==> config.mk <==
export PLATFORM = sky130hd
export DESIGN_NAME = hp_cmd_engine
export DESIGN_NICKNAME = d
export VERILOG_FILES = /design/src/rtl/hp_cmd_pkg.sv /design/src/rtl/hp_slot_xform.sv /design/src/rtl/hp_slot_cell.sv /design/src/rtl/hp_cmd_fsm.sv /design/src/rtl/hp_cmd_engine.sv
export SDC_FILE = /design/constraint.sdc
export NUM_CORES = 1
export LEC_CHECK = 0
export CORE_MARGIN = 3
export CORE_UTILIZATION = 45
export DETAILED_ROUTE_END_ITERATION = 10
export DONT_BUFFER_PORTS = 1
export PLACE_DENSITY = 0.56
export SKIP_LAST_GASP = 1
export SLEW_MARGIN = 20
export SYNTH_ARGS = -nofsm -noshare
export SYNTH_HDL_FRONTEND = slang
export SYNTH_SLANG_ARGS = --single-unit
==> constraint.sdc <==
create_clock -name clk -period 5.3 [get_ports clk]
set_clock_uncertainty 0.15 [all_clocks]
set_input_delay 1.06 -clock clk [delete_from_list [all_inputs] [get_ports clk]]
set_output_delay 1.06 -clock clk [all_outputs]
set_load 0.005 [all_outputs]
==> src/rtl/hp_cmd_pkg.sv <==
package hp_cmd_pkg;

  localparam logic [1:0] ST_KEEP = 2'd0;
  localparam logic [1:0] ST_PWR  = 2'd1;
  localparam logic [1:0] ST_EN   = 2'd2;
  localparam logic [1:0] ST_DIS  = 2'd3;

  localparam logic [1:0] LED_KEEP = 2'd0;
  localparam logic [1:0] LED_ON   = 2'd1;
  localparam logic [1:0] LED_OFF  = 2'd3;

  localparam logic [1:0] PRS_LOW   = 2'd0;
  localparam logic [1:0] PRS_EMPTY = 2'd3;

  localparam int EV_W        = 5;
  localparam int EV_PRESENCE = 0;
  localparam int EV_MRL      = 3;

  localparam int OFS_CODE  = 0;
  localparam int OFS_TGT   = 1;
  localparam int OFS_STAT  = 2;
  localparam int OFS_DET   = 6;
  localparam int SLOT_BASE = 8;
  localparam int SLOT_STRIDE = 4;

  typedef struct packed {
    logic       mrl_open;
    logic [1:0] prs;
    logic [1:0] attn;
    logic [1:0] pwr;
    logic [1:0] state;
  } slot_rec_t;

  typedef enum logic [1:0] {FS_IDLE, FS_DECODE, FS_EXEC, FS_DONE} fsm_e;

  typedef enum logic [2:0] {K_SLOT, K_SPEED, K_ALL_PWR, K_ALL_EN, K_BAD} kind_e;

  function automatic kind_e cmd_kind(input logic [7:0] c);
    if (c[7:6] == 2'b00) return K_SLOT;
    if (c[7:3] == 5'b01000) return K_SPEED;
    if (c == 8'h48) return K_ALL_PWR;
    if (c == 8'h49) return K_ALL_EN;
    return K_BAD;
  endfunction

endpackage

==> src/rtl/hp_slot_xform.sv <==
module hp_slot_xform
  import hp_cmd_pkg::*;
(
  input  slot_rec_t        cur_i,
  input  logic [1:0]       req_state_i,
  input  logic [1:0]       req_pwr_i,
  input  logic [1:0]       req_attn_i,
  output slot_rec_t        nxt_o,
  output logic [EV_W-1:0]  ev_set_o,
  output logic             reject_o
);

  always_comb begin
    reject_o = (cur_i.state == ST_EN) && (req_state_i == ST_PWR);
    nxt_o    = cur_i;
    ev_set_o = '0;
    if (req_pwr_i != LED_KEEP) nxt_o.pwr = req_pwr_i;
    if (req_attn_i != LED_KEEP) nxt_o.attn = req_attn_i;
    if (cur_i.state == ST_DIS && (req_state_i == ST_PWR || req_state_i == ST_EN)) begin
      nxt_o.state = req_state_i;
    end else if ((cur_i.state == ST_EN || cur_i.state == ST_PWR) && req_state_i == ST_DIS) begin
      nxt_o.state = ST_DIS;
      if (nxt_o.pwr == LED_OFF) begin
        nxt_o.mrl_open = 1'b1;
        nxt_o.prs      = PRS_EMPTY;
        ev_set_o[EV_PRESENCE] = 1'b1;
        ev_set_o[EV_MRL]      = 1'b1;
      end
    end
    if (reject_o) begin
      nxt_o    = cur_i;
      ev_set_o = '0;
    end
  end

endmodule

==> src/rtl/hp_slot_cell.sv <==
module hp_slot_cell
  import hp_cmd_pkg::*;
(
  input  logic            clk,
  input  logic            rst_n,
  input  logic            present_i,
  input  logic            apply_i,
  input  slot_rec_t       nxt_i,
  input  logic [EV_W-1:0] ev_set_i,
  input  logic [EV_W-1:0] clr_i,
  output slot_rec_t       rec_o,
  output logic [EV_W-1:0] latch_o
);

  slot_rec_t rst_rec;

  always_comb begin
    if (present_i) begin
      rst_rec = '{mrl_open: 1'b0, prs: PRS_LOW, attn: LED_KEEP, pwr: LED_ON, state: ST_EN};
    end else begin
      rst_rec = '{mrl_open: 1'b1, prs: PRS_EMPTY, attn: LED_KEEP, pwr: LED_OFF, state: ST_DIS};
    end
  end

  always_ff @(posedge clk) begin
    if (!rst_n) begin
      rec_o   <= rst_rec;
      latch_o <= '0;
    end else begin
      if (apply_i) rec_o <= nxt_i;
      latch_o <= (latch_o & ~clr_i) | (apply_i ? ev_set_i : '0);
    end
  end

  // an engine-set MRL event survives a same-cycle clear
  p_latch_set_wins_r12: assert property (@(posedge clk) disable iff (!rst_n)
    (apply_i && ev_set_i[EV_MRL]) |=> latch_o[EV_MRL]);

endmodule

==> src/rtl/hp_cmd_fsm.sv <==
module hp_cmd_fsm
  import hp_cmd_pkg::*;
#(
  parameter int NUM_SLOTS = 4,
  parameter int IDX_W = (NUM_SLOTS > 1) ? $clog2(NUM_SLOTS) : 1
) (
  input  logic             clk,
  input  logic             rst_n,
  input  logic             start_i,
  input  logic [7:0]       code_i,
  input  logic [4:0]       target_i,
  input  logic             any_enabled_i,
  input  logic             sel_mrl_open_i,
  input  logic             reject_i,
  output logic             busy_o,
  output logic [IDX_W-1:0] sel_idx_o,
  output logic             sel_valid_o,
  output logic [1:0]       req_state_o,
  output logic [1:0]       req_pwr_o,
  output logic [1:0]       req_attn_o,
  output logic             apply_o,
  output logic             set_inv_cmd_o,
  output logic             set_inv_mode_o,
  output logic             set_det_o
);

  localparam logic [IDX_W-1:0] LAST_IDX = IDX_W'(NUM_SLOTS - 1);

  fsm_e             state_q, state_d;
  logic [IDX_W-1:0] idx_q, idx_d;
  kind_e            kind;
  logic             in_range;
  logic             bulk;

  assign kind     = cmd_kind(code_i);
  assign bulk     = (kind == K_ALL_PWR) || (kind == K_ALL_EN);
  assign in_range = (target_i != 5'd0) && ({1'b0, target_i} <= 6'(NUM_SLOTS));
  assign busy_o   = (state_q != FS_IDLE);

  always_comb begin
    if (kind == K_SLOT) begin
      sel_idx_o   = IDX_W'(target_i - 5'd1);
      sel_valid_o = in_range;
      req_state_o = code_i[1:0];
      req_pwr_o   = code_i[3:2];
      req_attn_o  = code_i[5:4];
    end else begin
      sel_idx_o   = idx_q;
      sel_valid_o = bulk;
      req_attn_o  = LED_KEEP;
      if (!sel_mrl_open_i) begin
        req_state_o = (kind == K_ALL_PWR) ? ST_PWR : ST_EN;
        req_pwr_o   = LED_ON;
      end else begin
        req_state_o = ST_KEEP;
        req_pwr_o   = LED_OFF;
      end
    end
  end

  always_comb begin
    state_d        = state_q;
    idx_d          = idx_q;
    apply_o        = 1'b0;
    set_inv_cmd_o  = 1'b0;
    set_inv_mode_o = 1'b0;
    set_det_o      = 1'b0;
    unique case (state_q)
      FS_IDLE: if (start_i) state_d = FS_DECODE;
      FS_DECODE: begin
        case (kind)
          K_SLOT: begin
            if (!in_range || reject_i) begin
              set_inv_cmd_o = 1'b1;
              state_d = FS_DONE;
            end else begin
              state_d = FS_EXEC;
            end
          end
          K_SPEED: begin
            set_inv_mode_o = (code_i[2:0] != 3'd0);
            state_d = FS_DONE;
          end
          K_ALL_PWR, K_ALL_EN: begin
            if (any_enabled_i) begin
              set_inv_cmd_o = 1'b1;
              state_d = FS_DONE;
            end else begin
              idx_d   = '0;
              state_d = FS_EXEC;
            end
          end
          default: begin
            set_inv_cmd_o = 1'b1;
            state_d = FS_DONE;
          end
        endcase
      end
      FS_EXEC: begin
        apply_o = 1'b1;
        if (!bulk || idx_q == LAST_IDX) state_d = FS_DONE;
        else idx_d = idx_q + 1'b1;
      end
      FS_DONE: begin
        set_det_o = 1'b1;
        state_d   = FS_IDLE;
      end
      default: state_d = FS_IDLE;
    endcase
  end

  always_ff @(posedge clk) begin
    if (!rst_n) begin
      state_q <= FS_IDLE;
      idx_q   <= '0;
    end else begin
      state_q <= state_d;
      idx_q   <= idx_d;
    end
  end

  // a start in idle makes the engine busy next cycle
  p_start_busy_r10: assert property (@(posedge clk) disable iff (!rst_n)
    (start_i && state_q == FS_IDLE) |=> busy_o);

  // the done step always returns to idle
  p_done_idle_r10: assert property (@(posedge clk) disable iff (!rst_n)
    (state_q == FS_DONE) |=> (state_q == FS_IDLE));

  // a rejected decode never reaches an execute step
  p_reject_noapply_r5: assert property (@(posedge clk) disable iff (!rst_n)
    (state_q == FS_DECODE && set_inv_cmd_o) |=> !apply_o);

endmodule

==> src/rtl/hp_cmd_engine.sv <==
module hp_cmd_engine
  import hp_cmd_pkg::*;
#(
  parameter int NUM_SLOTS = 4,
  parameter int ADDR_W = $clog2(SLOT_BASE + SLOT_STRIDE * NUM_SLOTS)
) (
  input  logic                 clk,
  input  logic                 rst_n,
  input  logic [NUM_SLOTS-1:0] slot_present_i,
  input  logic                 reg_wr_i,
  input  logic [ADDR_W-1:0]    reg_addr_i,
  input  logic [7:0]           reg_wdata_i,
  output logic [7:0]           reg_rdata_o
);

  localparam int IDX_W = (NUM_SLOTS > 1) ? $clog2(NUM_SLOTS) : 1;

  logic [7:0]       code_q;
  logic [4:0]       tgt_q;
  logic             inv_cmd_q, inv_mode_q, det_q;
  logic             busy, start, wr_code, wr_tgt, wr_det;
  logic [IDX_W-1:0] sel_idx;
  logic             sel_valid;
  logic [1:0]       req_state, req_pwr, req_attn;
  logic             apply, set_inv_cmd, set_inv_mode, set_det;
  logic             any_enabled, reject;
  slot_rec_t        sel_rec, nxt_rec;
  logic [EV_W-1:0]  ev_set;
  slot_rec_t        recs    [NUM_SLOTS];
  logic [EV_W-1:0]  latches [NUM_SLOTS];

  assign wr_code = reg_wr_i && (reg_addr_i == ADDR_W'(OFS_CODE));
  assign wr_tgt  = reg_wr_i && (reg_addr_i == ADDR_W'(OFS_TGT));
  assign wr_det  = reg_wr_i && (reg_addr_i == ADDR_W'(OFS_DET)) && reg_wdata_i[0];
  assign start   = wr_code && !busy;

  always_ff @(posedge clk) begin
    if (!rst_n) begin
      code_q     <= '0;
      tgt_q      <= '0;
      inv_cmd_q  <= 1'b0;
      inv_mode_q <= 1'b0;
      det_q      <= 1'b0;
    end else begin
      if (start) code_q <= reg_wdata_i;
      if (wr_tgt && !busy) tgt_q <= reg_wdata_i[4:0];
      if (start) begin
        inv_cmd_q  <= 1'b0;
        inv_mode_q <= 1'b0;
      end else begin
        if (set_inv_cmd)  inv_cmd_q  <= 1'b1;
        if (set_inv_mode) inv_mode_q <= 1'b1;
      end
      det_q <= (det_q && !wr_det) || set_det;
    end
  end

  always_comb begin
    sel_rec     = '0;
    any_enabled = 1'b0;
    for (int s = 0; s < NUM_SLOTS; s++) begin
      if (sel_valid && sel_idx == IDX_W'(s)) sel_rec = recs[s];
      if (recs[s].state == ST_EN) any_enabled = 1'b1;
    end
  end

  hp_cmd_fsm #(.NUM_SLOTS(NUM_SLOTS), .IDX_W(IDX_W)) u_fsm (
    .clk            (clk),
    .rst_n          (rst_n),
    .start_i        (start),
    .code_i         (code_q),
    .target_i       (tgt_q),
    .any_enabled_i  (any_enabled),
    .sel_mrl_open_i (sel_rec.mrl_open),
    .reject_i       (reject),
    .busy_o         (busy),
    .sel_idx_o      (sel_idx),
    .sel_valid_o    (sel_valid),
    .req_state_o    (req_state),
    .req_pwr_o      (req_pwr),
    .req_attn_o     (req_attn),
    .apply_o        (apply),
    .set_inv_cmd_o  (set_inv_cmd),
    .set_inv_mode_o (set_inv_mode),
    .set_det_o      (set_det)
  );

  hp_slot_xform u_xform (
    .cur_i       (sel_rec),
    .req_state_i (req_state),
    .req_pwr_i   (req_pwr),
    .req_attn_i  (req_attn),
    .nxt_o       (nxt_rec),
    .ev_set_o    (ev_set),
    .reject_o    (reject)
  );

  for (genvar s = 0; s < NUM_SLOTS; s++) begin : g_slot
    logic            hit_clr;
    logic            hit_apply;
    logic [EV_W-1:0] clr;
    assign hit_clr   = reg_wr_i && (reg_addr_i == ADDR_W'(SLOT_BASE + SLOT_STRIDE * s + 2));
    assign clr       = hit_clr ? reg_wdata_i[EV_W-1:0] : '0;
    assign hit_apply = apply && sel_valid && (sel_idx == IDX_W'(s));
    hp_slot_cell u_cell (
      .clk       (clk),
      .rst_n     (rst_n),
      .present_i (slot_present_i[s]),
      .apply_i   (hit_apply),
      .nxt_i     (nxt_rec),
      .ev_set_i  (ev_set),
      .clr_i     (clr),
      .rec_o     (recs[s]),
      .latch_o   (latches[s])
    );
  end

  always_comb begin
    reg_rdata_o = '0;
    if (reg_addr_i == ADDR_W'(OFS_CODE)) reg_rdata_o = code_q;
    if (reg_addr_i == ADDR_W'(OFS_TGT))  reg_rdata_o = {3'b000, tgt_q};
    if (reg_addr_i == ADDR_W'(OFS_STAT)) reg_rdata_o = {4'b0000, inv_mode_q, inv_cmd_q, 1'b0, busy};
    if (reg_addr_i == ADDR_W'(OFS_DET))  reg_rdata_o = {7'b0000000, det_q};
    for (int s = 0; s < NUM_SLOTS; s++) begin
      if (reg_addr_i == ADDR_W'(SLOT_BASE + SLOT_STRIDE * s))
        reg_rdata_o = {2'b00, recs[s].attn, recs[s].pwr, recs[s].state};
      if (reg_addr_i == ADDR_W'(SLOT_BASE + SLOT_STRIDE * s + 1))
        reg_rdata_o = {4'b0000, recs[s].prs, 1'b0, recs[s].mrl_open};
      if (reg_addr_i == ADDR_W'(SLOT_BASE + SLOT_STRIDE * s + 2))
        reg_rdata_o = 8'(latches[s]);
    end
  end

  // the shared transform never applies a refused request
  p_no_reject_apply_r5: assert property (@(posedge clk) disable iff (!rst_n)
    !(apply && reject));

  // finishing a command always leaves the detect flag set
  p_detect_set_r9: assert property (@(posedge clk) disable iff (!rst_n)
    set_det |=> det_q);

  // a code write during busy does not disturb the held code
  p_busy_code_hold_r11: assert property (@(posedge clk) disable iff (!rst_n)
    (busy && wr_code) |=> $stable(code_q));

endmodule

**Word-level counts from Yosys, hierarchy flattened**

Cells that the tools add are included.
W data, S select, Z words.

- Add/subtract/negate cells: 2
- Magnitude comparators: 1
- Equality and inequality tests: 48
- Multiplexer cells: 100
- Bitwise logic cells: 13
- Reduce and logical (&&, ||, !) cells: 49

Operator list:

| kind | count |
|---|---|
| $mux W9 | 17 |
| $mux W8 | 16 |
| $eq A5 B4 Y1 const B | 7 |
| $mux W3 | 11 |
| $mux W2 | 16 |
| $eq A5 B5 Y1 const B | 6 |
| $eq A2 B2 Y1 const B | 14 |
| $mux W1 | 27 |
| $logic_and A1 B1 Y1 | 24 |
| $and A5 B5 Y5 | 4 |
| $mux W4 | 5 |
| $mux W5 | 4 |
| $not A5 Y5 | 4 |
| $or A5 B5 Y5 | 4 |
| $eq A8 B7 Y1 const B | 2 |
| $ne A2 B1 Y1 const B | 6 |
| $eq A2 B1 Y1 const B | 4 |
| $pmux W2 S2 | 2 |
| $pmux W2 S4 | 1 |
| $reduce_bool A2 Y1 | 4 |
| $eq A3 B2 Y1 const B | 2 |
| $logic_not A2 Y1 | 3 |
| $logic_or A1 B1 Y1 | 6 |
| $ne A2 B2 Y1 const B | 3 |
| 17 further kinds | 21 |

- Bits in registers: 76
- Input port bits: 20
- Output and inout bits: 8

**Logic depth before layout (Yosys ltp)**

Gate-level depths: netlist of run 1.

- Word-level depth: 31
- Mapped depth: 19
- Gate-level depth less buffers: 16

**Cells and area by module**

From an unflattened synthesis of run 1, not the netlist that was laid out.

- Cell total of the unflattened synthesis: 575
- Area, all modules: 5088.6 µm²

Modules (own cells, without submodules):

| module | times used | cells each | area an instance (µm²) |
|---|---|---|---|
| hp_slot_cell | 4 | 46 | 560.5 |
| hp_cmd_engine | 1 | 285 | 2047.0 |
| hp_cmd_fsm | 1 | 71 | 526.8 |
| hp_slot_xform | 1 | 35 | 272.8 |

**Worst setup path before layout of run 1**

OpenSTA, ideal clock, no wires.

- Path kind: reg2reg
- Start point: reg tgt_q[0]
- End point: reg g_slot[0].u_cell.rec_o[7] in the netlist's numbering, data pin
- Setup time: 0.290 ns
- Data arrival time: 3.346 ns
- Required time: 4.860 ns
- Slack: 1.514 ns
- Cell stages (with the launch flop): 18
- Path buffers: 2
- Clock period less this slack: 3.786 ns
- Cells stage by stage: dfxtp_1 inv_1 ha_1 o21ai_1 o21ai_0 a211oi_4 a21oi_1 o22ai_1 ha_1 and2_1 clkbuf_1 nor3b_1 nand3_1 nor2_1 o221ai_2 a21boi_2 buf_6 o211ai_1

- Word-level cells in the longest chain between the ends: 19
- Elaborated cells between the ends (all ways): 42

Ends and longest elaborated chain:

| element | RTL line | text |
|---|---|---|
| start: declaration | hp_cmd_engine.sv:19 | `logic [4:0] tgt_q;` |
| start signal: assignment | hp_cmd_engine.sv:46 | `if (wr_tgt && !busy) tgt_q <= reg_wdata_i[4:0];` |
| $le A5 B3 Y1 (tied with other cells) | hp_cmd_fsm.sv:37 | `assign in_range = (target_i != 5'd0) && ({1'b0, target_i} <= 6'(NUM_SLOTS));` |
| $logic_and A1 B1 Y1 or $mux W2 (tied branches) | hp_cmd_fsm.sv:37, hp_cmd_fsm.sv:41 |  |
| $mux W1 or $logic_not A2 Y1 (tied branches) | hp_cmd_fsm.sv:41, hp_cmd_engine.sv:62 |  |
| $logic_and A1 B1 Y1 | hp_cmd_engine.sv:62 | `if (sel_valid && sel_idx == IDX_W'(s)) sel_rec = recs[s];` |
| $mux W9 (3 in series) | hp_cmd_engine.sv:62 |  |
| $mux W9 * | hp_cmd_engine.sv:62 |  |
| $mux W2 | hp_cmd_fsm.sv:51 | `if (!sel_mrl_open_i) begin` |
| $mux W2 | hp_cmd_fsm.sv:41 | `if (kind == K_SLOT) begin` |
| $reduce_bool A2 Y1 | hp_slot_xform.sv:17 | `if (req_pwr_i != LED_KEEP) nxt_o.pwr = req_pwr_i;` |
| $mux W2 | hp_slot_xform.sv:17 |  |
| $eq A2 B2 Y1 | hp_slot_xform.sv:23 | `if (nxt_o.pwr == LED_OFF) begin` |
| $mux W3 | hp_slot_xform.sv:23 |  |
| $mux W3 | hp_slot_xform.sv:21 | `end else if ((cur_i.state == ST_EN \|\| cur_i.state == ST_PWR) && req_state_i == ST_DIS) begin` |
| $mux W3 | hp_slot_xform.sv:19 | `if (cur_i.state == ST_DIS && (req_state_i == ST_PWR \|\| req_state_i == ST_EN)) begin` |
| $mux W9 * | hp_slot_xform.sv:30 | `if (reject_o) begin` |
| $mux W9 * | hp_slot_cell.sv:30 | `if (apply_i) rec_o <= nxt_i;` |
| $mux W9 * | hp_slot_cell.sv:26 | `if (!rst_n) begin` |
| end signal: assignment | hp_slot_cell.sv:27 | `rec_o <= rst_rec;` |
| end signal: assignment | hp_slot_cell.sv:30 |  |
| end: declaration | hp_slot_cell.sv:11 | `output slot_rec_t rec_o,` |

Mark *: on every way between the ends. The rest lies on a longest branch, timed or not. The select of a mux whose other input is x is not followed.
A chain may end at the register's enable or synchronous reset.

**Worst setup path in the final report of run 1**

- Start point: reg code_q[6]
- End point: reg g_slot[2].u_cell.rec_o[7] in the netlist's numbering, data pin

- Word-level cells in the longest chain between the ends: 28
- Elaborated cells between the ends (all ways): 64

Ends and longest elaborated chain:

| element | RTL line | text |
|---|---|---|
| start: declaration | hp_cmd_engine.sv:18 | `logic [7:0] code_q;` |
| start signal: assignment | hp_cmd_engine.sv:45 | `if (start) code_q <= reg_wdata_i;` |
| $eq A8 B7 Y1 | hp_cmd_pkg.sv:42 | `if (c == 8'h49) return K_ALL_EN;` |
| $mux W1 (2 in series) | hp_cmd_pkg.sv:42 |  |
| $mux W1 | hp_cmd_pkg.sv:41 | `if (c == 8'h48) return K_ALL_PWR;` |
| $mux W1 | hp_cmd_pkg.sv:40 | `if (c[7:3] == 5'b01000) return K_SPEED;` |
| $mux W3 | hp_cmd_pkg.sv:43 | `return K_BAD;` |
| $mux W3 | hp_cmd_pkg.sv:42 |  |
| $mux W3 | hp_cmd_pkg.sv:41 |  |
| $mux W3 * | hp_cmd_pkg.sv:40 |  |
| [11 not listed] | - |  |
| $mux W2 | hp_slot_xform.sv:17 |  |
| $eq A2 B2 Y1 | hp_slot_xform.sv:23 |  |
| $mux W3 | hp_slot_xform.sv:23 |  |
| $mux W3 | hp_slot_xform.sv:21 |  |
| $mux W3 | hp_slot_xform.sv:19 |  |
| $mux W9 * | hp_slot_xform.sv:30 |  |
| $mux W9 * | hp_slot_cell.sv:30 |  |
| $mux W9 * | hp_slot_cell.sv:26 |  |
| end signal: assignment | hp_slot_cell.sv:27 |  |
| end signal: assignment | hp_slot_cell.sv:30 |  |
| end: declaration | hp_slot_cell.sv:11 |  |

Marks and branches as above.

==> metrics.cfg, run 1 <==
[floorplanning]
die_w_um = 106
core_um2 = 9460
row_count = 35
die_y_um = 106
start_util_pct = 47.3
io_pins = 28
dieArea_um2 = 11200

[sta]
setup_viol = 0
period_needed_ns = 4.58
drv_slew = 0
maxSlewHeadroom_pct = 32.5
tns_ns = 0
tightest_slew_ns = 1.00
hold_violations = 0
fmax_ghz = 0.219
rsz0062_at_grt = false
fin_crit_sh_pct = 86.4

[finish]
drive_gt1_share_pct = 6.80
fillers = 959
diodes = 0
utilization_pct = 49.9
syn_to_final_growth_pct = 5.59
stdcell_area_um2 = 4720
nets = 525
final_common_cell = nand2_1
final_cell_mix = nand2_1 (61), a21oi_1 (40), dfxtp_1 (40), nor2_1 (38), edfxtp_1 (36)

[global_routing]
grt_pass1_vias = 3770
grt_max_degree = 70
antenna_found_initial = 0
track_usage_pct = 26.0
grt_pass1_wl_um = 22400
overflow = 0

[worst_hold_path]
hold_class = reg -> reg

[power]
p_leak_uw = 0.00156
ir_drop_mv = 0.133
power.density_nw_per_um2 = 258

[place]
dp_hpwl_um = 10600
port-buffer-count = 0
placed_cell_area_um2 = 4520
place_congestion = 0.915

[cts]
h-tree-depth = 3
cts_resized = 0
cts.path.max_buffers = 2
clock-sinks = 76
postCtsHoldBufs = 0
clk_latency_ns = 0.37
path_clk_slew_ns = 0.09
post-cts-setup-buffers = 0
cts_tree = yes
cts_root_buffer = clkbuf_8
cts_made_buffers = 9

[detailed_routing]
firstDrtPassIters = 6
top_layer_used = met4
viasPerCell = 6.40
dr_total_vias = 4023
dr_wl_met2_um = 6520
wl_per_cell_um = 22.8
wirelength_met1_um = 6210
drt_iter0_markers = 449
drc = 0
wl_met3_um = 1320
postRouteAntennaNets = 0
wirelength_um = 14400

[logic_synthesis]
synthSimpleGateAreaFrac_pct = 21.5
synth_top_family_by_area = compound AO/OA/AOI/OAI gates
synth_edf_count = 36
synthFlopType = dfxtp_1
synthMuxAreaShare_pct = 6.27
synth_xor_area_share_pct = 0.196
yosysWarnings = 0
async_reset_ff_share_pct = 0
synth_compound_area_share_pct = 22.7
synth-adder-area-share_pct = 2.80
netlist_area_um2 = 4470
ys_types = 61
syn_inst = 513
ys_ff_latch = 76
synth.yosys.seq_area_share_pct = 42.1
syn-num-nets = 543
avgSynthCellArea_um2 = 8.72

[critical_path]
crit_type = reg -> reg
crit_fanout = 16
worst_setup_path_end_kind = flop
cp.arrival_ns = 4.50
critPathLaunchType = flop
worstPathRequired_ns = 5.22

[job]
maxCapViolations = 0

[run_status]
status = completed

-- through the flow --
step | std cells | hold slack, ns | setup slack (ns) | power, uW
2_1_floorplan | 513 | 0.259 | 1.51 | 737
3_3_place_gp | 613 | 0.268 | 1.09 | 755
3_5_place_dp | 613 | 0.275 | 0.796 | 754
4_1_cts | 629 | 0.289 | 0.754 | 1230
5_1_grt | 629 | 0.308 | 0.322 | 1260
6_report | 629 | 0.288 | 0.723 | 1220
-- layer usage --
layer	global-route usage (%)	vias to the layer above
met2	41.1	214
met1	36.1	1914
met5	0	-
met3	5.76	37
met4	6.66	0
li1	-	1858
-- power breakdown --
part | leakage [uW] | total (uW) | switching, uW | internal (uW)
sequential | 0.000684 | 651 | 17.5 | 634
combinational | 0.000773 | 91.7 | 57.0 | 34.7
clock | 0.0000988 | 476 | 250 | 226
total | 0.00156 | 1220 | 325 | 894
-- registers in the layout, indices dropped and copies added, names as in the netlist --
name	flops
u_fsm.idx_q	2
g_slot.u_cell.latch_o	20
det_q	1
code_q	8
inv_mode_q	1
tgt_q	5
u_fsm.state_q	2
g_slot.u_cell.rec_o	36
inv_cmd_q	1
-- worst paths after layout --
path | start | slack, ns | to | cells past startpoint
max | code_q[6] | 0.72 | g_slot[2].u_cell.rec_o[7] | 14
max reg2reg | code_q[6] | 0.72 | g_slot[2].u_cell.rec_o[7] | 14
min reg2reg | g_slot[3].u_cell.latch_o[4] | 0.29 | g_slot[3].u_cell.latch_o[4] | 2
min | g_slot[3].u_cell.latch_o[4] | 0.29 | g_slot[3].u_cell.latch_o[4] | 2
-- final cells by class --
cell class,instances,area [um2],area share [%]
multi-input cells,387,2390,50.5
clock inverters,7,82.6,1.75
clock buffers,9,124,2.62
repair buffers,2,15.0,0.318
inverters,19,71.3,1.51
well taps,129,161,3.42
flip-flops and latches,76,1880,39.8
-- cell families (layout without fill, tap and decap cells) --
kind of cell	after synthesis	count (layout)
and+or+nand+nor	199	199
AOI/OAI and AO/OA	152	152
DFF	76	76
buffers and inverters	50	37
muxes	25	25
adders and majority gates	10	10
xor gates and xnor gates	1	1
-- synthesized netlist by cell type (2+ instances only) --
| cell type | n | area (um2) |
|---|---|---|
| a22o_1 | 3 | 26.3 |
| o2111ai_1 | 4 | 35.0 |
| mux2i_1 | 19 | 190 |
| nand3b_1 | 2 | 15.0 |
| o21ai_1 | 2 | 10.0 |
| ha_1 | 10 | 125 |
| a211oi_4 | 2 | 40.0 |
| nand3_1 | 31 | 155 |
| buf_6 | 2 | 22.5 |
| o21ai_2 | 2 | 17.5 |
| and2_1 | 3 | 18.8 |
| o22ai_1 | 8 | 50.1 |
| nor2b_1 | 25 | 156 |
| nor2_1 | 38 | 143 |
| a21boi_0 | 5 | 37.5 |
| a21boi_2 | 2 | 22.5 |
| inv_1 | 18 | 67.6 |
| nor3b_1 | 3 | 22.5 |
| nor4b_1 | 3 | 26.3 |
| mux4_2 | 2 | 45.0 |
| edfxtp_1 | 36 | 1080 |
| and3_1 | 3 | 18.8 |
| a32oi_1 | 2 | 17.5 |
| a2111oi_0 | 2 | 17.5 |
| nand2_1 | 61 | 229 |
| a22oi_1 | 9 | 67.6 |
| clkbuf_1 | 20 | 75.1 |
| nor3_1 | 15 | 75.1 |
| buf_1 | 8 | 30.0 |
| o211ai_1 | 5 | 37.5 |
| a21oi_1 | 40 | 200 |
| a31oi_1 | 12 | 75.1 |
| a222oi_1 | 2 | 20.0 |
| nand4_1 | 4 | 25.0 |
| a221oi_1 | 2 | 17.5 |
| o21a_1 | 2 | 15.0 |
| o311ai_0 | 2 | 17.5 |
| o21ai_0 | 33 | 165 |
| dfxtp_1 | 40 | 801 |
| o221ai_1 | 3 | 26.3 |
| nand2b_1 | 5 | 31.3 |
| mux2_2 | 4 | 45.0 |
-- worst max-delay path, cell delays in order (launching register included) --
cell and delay (ns):
dfxtp_1 0.47, nor4b_1 0.57, nand3_1 0.42, and2_1 0.34, a211oi_4 0.25, a21oi_1 0.09
o22ai_1 0.29, ha_1 0.23, and2_1 0.26, nor3b_1 0.12, nand3_1 0.10, nor2_1 0.05
o221ai_2 0.12, a21boi_2 0.60, o211ai_1 0.19
No activity file was read; power rests on OpenSTA's default activity.
==> run 2: changes to the inputs <==
ABC_AREA = 1   (was not set)
==> run 2 against run 1 <==
  * Global-route usage fell by 1.4 points
  * Register-to-register slack improved by 1.0 ns
  * Clock power shrank 4.8%
  * Setup slack gained 0.92 ns
  * Cell count rose by 13%
  * Maximum frequency increased by 25%
  * Critical path depth decreased by 6
  * Critical endpoint is now reg_rdata_o[1]
  * Die area fell by 4.3%
==> metrics.cfg, run 2 <==
[run_status]
status = completed

[sta]
worst_slack_ns = 1.64  ; +0.918 ns
maxSlewHeadroom_pct = 44.9  ; +12 points
tightest_slew_ns = 0.818  ; -0.181 ns
fin_crit_sh_pct = 69.0  ; -17 points
setup_viol = 0  ; unchanged
rsz0062_at_grt = false
hold_violations = 0  ; unchanged
tns_ns = 0  ; unchanged
fmax_ghz = 0.273  ; +25%
hold_ws_ns = 0.309  ; +0.0210 ns
period_needed_ns = 3.66  ; -0.918 ns
drv_slew = 0  ; unchanged

[logic_synthesis]
synth.area.top_cells = edfxtp_1 (25%), dfxtp_1 (19%), nand2_1 (12%)
netlist_area_um2 = 4270  ; -4.6%
ys_top_cells_by_count = nand2_1 (142), inv_1 (82), nor2_1 (53), nand3_1 (45)
synth_xor_area_share_pct = 0  ; -0.20 points
synth.yosys.seq_area_share_pct = 44.1  ; +2.0 points
synthFlopType = dfxtp_1
synth_top_family_by_area = simple AND/OR/NAND/NOR gates
ys_types = 37  ; -39%
synth-adder-area-share_pct = 2.93  ; +0.13 points
yosysWarnings = 0  ; unchanged
avgSynthCellArea_um2 = 7.42  ; -15%
ys_ff_latch = 76  ; unchanged
synth_top_cell_by_area = edfxtp_1
synth_compound_area_share_pct = 12.8  ; -9.9 points
synthSimpleGateAreaFrac_pct = 31.2  ; +9.7 points
yosysMostFrequentCell = nand2_1
synthMuxAreaShare_pct = 0  ; -6.3 points
async_reset_ff_share_pct = 0  ; unchanged
yosysTopAreaCellShare_pct = 25.3  ; +1.2 points
syn-num-nets = 605  ; +11%
synth_edf_count = 36  ; unchanged
syn_inst = 575  ; +12%

[finish]
utilization_pct = 51.3  ; +1.3 points
final_cell_mix = nand2_1 (142), inv_1 (82), nor2_1 (53), nand3_1 (45)
reg_top3 = g_slot.u_cell.rec_o: 36 flops, g_slot.u_cell.latch_o: 20 flops, code_q: 8 flops
nets = 612  ; +17%
final_common_cell = nand2_1
largest_register_ff_count = 36  ; unchanged
drive_gt1_share_pct = 9.37  ; +2.6 points
syn_to_final_growth_pct = 7.83
top_register = g_slot.u_cell.rec_o
fillers = 923  ; -3.8%
diodes = 0  ; unchanged

[floorplanning]
core_um2 = 8980  ; -5.1%
io_pins = 28  ; unchanged
dieArea_um2 = 10700  ; -4.3%
start_util_pct = 47.5  ; +0.26 points
die_w_um = 103  ; -2.2%
die_y_um = 103  ; -2.2%
row_count = 34  ; -2.9%

[critical_path]
cp.arrival_ns = 2.45  ; -2.05 ns
critPathLaunchType = input pin
crit_fanout = 4  ; -12
worst_setup_path_end_kind = primary output
worstPathRequired_ns = 4.09  ; -1.13 ns
worst-r2r-setup-slack_ns = 1.74  ; +1.02 ns
crit_type = in -> out

[detailed_routing]
viasPerCell = 5.42  ; -15%
wl_met3_um = 1090  ; -17%
drc = 0  ; unchanged
dr_total_vias = 3862  ; -4.0%
dr_wl_met2_um = 5440  ; -17%
firstDrtPassIters = 5  ; -1
wirelength_met1_um = 5580  ; -10%
postRouteAntennaNets = 0  ; unchanged
top_layer_used = met4
wl_per_cell_um = 17.4  ; -24%
wirelength_um = 12400  ; -13%
drt_iter0_markers = 232  ; -48%

[global_routing]
antenna_found_initial = 0  ; unchanged
track_usage_pct = 24.6  ; -1.4 points
grt_pass1_vias = 3604  ; -4.4%
overflow = 0  ; unchanged
grt_pass1_wl_um = 19300  ; -14%
grt_max_degree = 42  ; -40%

[worst_hold_path]
hold_class = reg -> reg

[cts]
clk_latency_ns = 0.35  ; -0.02 ns
cts.path.max_buffers = 2  ; unchanged
postCtsHoldBufs = 0  ; unchanged
cts_made_buffers = 9  ; unchanged
cts_root_buffer = clkbuf_8
h-tree-depth = 3  ; unchanged
post-cts-setup-buffers = 0  ; unchanged
clock-sinks = 76  ; unchanged
cts_tree = yes
path_clk_slew_ns = 0.08  ; about the same
cts_resized = 0  ; unchanged

[power]
seqPwrFrac_pct = 52.9  ; -0.5 points
ir_drop_mv = 0.139  ; +4.4%
p_comb_share_pct = 11.4  ; +3.9 points
p_leak_uw = 0.00199  ; +28%
power.density_nw_per_um2 = 276  ; +6.8%
switching_power_uw = 360  ; +11%
clock_power_share_pct = 35.7  ; -3.3 points
p_int_uw = 908  ; +1.6%
switching_share_pct = 28.4  ; +1.8 points

[job]
maxCapViolations = 0  ; unchanged

[place]
dp_hpwl_um = 9660  ; -9.3%
port-buffer-count = 0  ; unchanged
detailedPlace.worstSlack_ns = 1.66  ; +0.867 ns
place_congestion = 0.895  ; -2.2%

run 2: stage by stage:
stage,std cells,area [um2],total power (uW)
6_report,713,4600,1270
2_1_floorplan,575,4270,781
5_1_grt,713,4600,1320
3_5_place_dp,697,4400,826
3_3_place_gp,697,4400,824
4_1_cts,713,4600,1280
run 2: kinds of logic (layout without fill, tap and decap cells):
group	after synthesis	in the layout
simple gates	294	294
buf+inv	96	108
compound gates	99	99
flops	76	76
fa+ha+maj	10	10
run 2: per-layer routing:
layer  GRT usage [%]  vias up
met5               0        -
met4            8.67        0
met2            37.3      147
li1                -     1912
met1            34.3     1770
met3            6.10       33
run 2: worst paths after layout:
kind	startpoint	to	cells past startpoint
worst min-delay path	g_slot[3].u_cell.latch_o[2]	g_slot[3].u_cell.latch_o[2]	2
worst max-delay path	reg_addr_i[0]	reg_rdata_o[1]	8
worst max register to register	tgt_q[0]	u_fsm.state_q[0]	19
worst min register to register	g_slot[3].u_cell.latch_o[2]	g_slot[3].u_cell.latch_o[2]	2
run 2: critical path, stage by stage:
cell	delay, ns
nor2_1	0.16
nand2_1	0.12
nor2_1	0.25
inv_1	0.13
o21ai_0	0.27
nand4_1	0.17
a21oi_1	0.15
nand4_1	0.13
run 2: cell type report:
| class | instances | area, um2 | area share, % |
|---|---|---|---|
| repair buffers | 5 | 37.5 | 0.816 |
| flip-flops and latches | 76 | 1880 | 40.9 |
| well taps | 126 | 158 | 3.43 |
| multi-input cells | 403 | 2000 | 43.5 |
| clock buffers | 9 | 124 | 2.69 |
| inverters | 87 | 327 | 7.10 |
| clock inverters | 7 | 73.8 | 1.60 |
run 2: power by group through the flow:
stage | Combinational (uW) | Clock (uW) | Sequential (uW)
after global routing | 164 | 483 | 674
after global placement | 141 | 0 | 683
final | 144 | 453 | 671
after CTS | 144 | 463 | 670
after floorplan | 110 | 0 | 671
after detailed placement | 143 | 0 | 683
==> run 3: changes to the inputs <==
PLACE_DENSITY = 0.58   (was 0.56)
clock period = 3.21 ns   (was 5.3 ns; I/O delays follow)
==> run 3 against run 2 <==
  * Sequential power up 65%
  * Sequential cell count unchanged
  * Register-to-register slack worse by 1.6 ns
  * Clock-buffer cell count up 2
  * Clock power up 83%
  * Setup slack worse by 1.5 ns
  * First-iteration DRC count up 69%
  * Combinational power up 92%
  * Largest power group unchanged
==> metrics.cfg, run 3 (synthesized netlist as in run 2, its figures left out) <==
[worst_hold_path]
min-delay-start = rst_n
hold_class = in -> reg
hold_depth = 2  ; unchanged
hold_path_end = code_q[0]

[global_routing]
grt_pass1_vias = 3748  ; +4.0%
grt_max_degree = 42  ; unchanged
overflow = 0  ; unchanged
grt-busiest-layer = met2
antenna_found_initial = 0  ; unchanged
use_met3_pct = 3.96  ; -2.1 points
grt_pass1_wl_um = 20700  ; +7.0%
track_usage_pct = 26.2  ; +1.6 points
grt_util_met2_pct = 39.3  ; +2.1 points
use_met1_pct = 38.9  ; +4.6 points

[sta]
hold_violations = 0  ; unchanged
fmax_ghz = 0.328
maxSlewHeadroom_pct = 57.3  ; +12 points
period_needed_ns = 3.04
tightest_slew_ns = 0.636  ; -0.182 ns
worst_slack_ns = 0.165  ; -1.48 ns
drv_slew = 0  ; unchanged
setup_viol = 0  ; unchanged
fin_crit_sh_pct = 94.9
rsz0062_at_grt = true

[place]
detailedPlace.worstSlack_ns = 0.0770  ; -1.59 ns
port-buffer-count = 0  ; unchanged
place_congestion = 1.05  ; +17%
dp_hpwl_um = 10500  ; +9.2%

[detailed_routing]
wirelength_um = 13600  ; +9.4%
wl_per_cell_um = 18.1  ; +4.0%
firstDrtPassIters = 6  ; +1
drc = 0  ; unchanged
postRouteAntennaNets = 0  ; unchanged
drt_iter0_markers = 392  ; +69%
viasPerCell = 5.46  ; +0.78%
dr_total_vias = 4094  ; +6.0%

[finish]
reg_top3 = g_slot.u_cell.rec_o: 36 flops, g_slot.u_cell.latch_o: 20 flops, code_q: 8 flops
syn_to_final_growth_pct = 16.3
largest_register_ff_count = 36  ; unchanged
diodes = 0  ; unchanged
nets = 649  ; +6.0%
top_register = g_slot.u_cell.rec_o
final_cell_mix = nand2_1 (142), inv_1 (82), nor2_1 (49), nand3_1 (43), buf_4 (41)
drive_gt1_share_pct = 16.2  ; +6.8 points
final_common_cell = nand2_1

[critical_path]
critPathLaunchType = flop
worstReg2RegStart = tgt_q[0]
cp.arrival_ns = 2.97  ; +0.52 ns
crit_family = simple AND/OR/NAND/NOR gates
slowest_stage = dfxtp_1
critPathBufInv = 5  ; +4
cp_common_cell = nand2_1
worstPathRequired_ns = 3.14  ; -0.95 ns
worst_setup_path_end_kind = flop
worst-r2r-setup-slack_ns = 0.17  ; -1.57 ns
crit_fanout = 7  ; +3
r2r_end = g_slot[0].u_cell.rec_o[1]
crit_type = reg -> reg
crit_chain = inv_1, ha_1, nand2_1, o21ai_2, inv_2, nor2_4, nand3_2, nand4_4, nand2_2, nand3_1, inv_1, ha_1, nand2_1, inv_1, buf_4, nor2_2, nand2_1, o21ai_1, nand2_1
cp.depth = 19  ; +11
reg2reg_depth = 19  ; unchanged
startpoint = tgt_q[0]
cpPeakStageDelay_ns = 0.34  ; +0.07 ns

[cts]
h-tree-depth = 3  ; unchanged
path_clk_slew_ns = 0.09  ; about the same
clock-sinks = 76  ; unchanged
cts_made_buffers = 9  ; unchanged
postCtsHoldBufs = 0  ; unchanged
cts_tree = yes
cts.path.max_buffers = 2  ; unchanged
cts_root_buffer = clkbuf_8
clk_latency_ns = 0.36  ; about the same

[floorplanning]
start_util_pct = 47.5  ; unchanged
row_count = 34  ; unchanged
core_um2 = 8980  ; unchanged
dieArea_um2 = 10700  ; unchanged
die_w_um = 103  ; unchanged
die_y_um = 103  ; unchanged
io_pins = 28  ; unchanged

[run_status]
status = completed

[power]
p_leak_uw = 0.00219  ; +9.9%
ir_drop_mv = 0.204  ; +47%
p_total_uw = 2210  ; +74%
power.density_nw_per_um2 = 446  ; +62%

[job]
maxCapViolations = 0  ; unchanged

## run 3: per-layer routing
| layer | share of wire [%] | wire (um) |
|---|---|---|
| met1 | 46 | 6290 |
| met2 | 43 | 5900 |
| met3 | 8.3 | 1130 |
| met4 | 2.0 | 272 |
| met5 | 0 | 0 |
## run 3: through the flow
stage               hold slack, ns  util [%]  cells  area, um2  TNS, ns
finish                       0.266      55.3    750       4960        0
global route                 0.254      55.3    750       4960   -0.677
CTS                          0.257      53.7    739       4820        0
detailed placement           0.297      51.2    723       4600        0
global placement             0.294      51.2    723       4600        0
floorplan                    0.282         -    575       4270        0
## run 3: repair_timing
action | CTS | global route
buffers inserted | 0 | 10
endpoints found under the setup margin | 0 | 46
gates resized for setup | 0 | 18
## run 3: final cells by class
cell class | count | area, um2
Clock buffer | 11 | 131
Clock inverter | 5 | 85.1
Fill cell | 879 | 4010
Inverter | 87 | 327
Multi-Input combinational cell | 404 | 2070
Sequential cell | 76 | 1880
Tap cell | 126 | 158
Timing Repair Buffer | 41 | 308
## run 3: worst max path at each step
stage / endpoint
after CTS: g_slot[1].u_cell.rec_o[6]
final: g_slot[0].u_cell.rec_o[1]
after floorplan: g_slot[2].u_cell.rec_o[8]
after global placement: g_slot[3].u_cell.rec_o[6]
after global routing: u_fsm.state_q[0]
after detailed placement: g_slot[1].u_cell.rec_o[6]
## run 3: power by group
part / leakage [uW] / internal [uW] / switching [uW] / total [uW]
Clock: 0.000104 / 443 / 384 / 828
Sequential: 0.000687 / 1070 / 42.2 / 1110
Combinational: 0.00139 / 89.7 / 186 / 276
Total: 0.00219 / 1600 / 613 / 2210
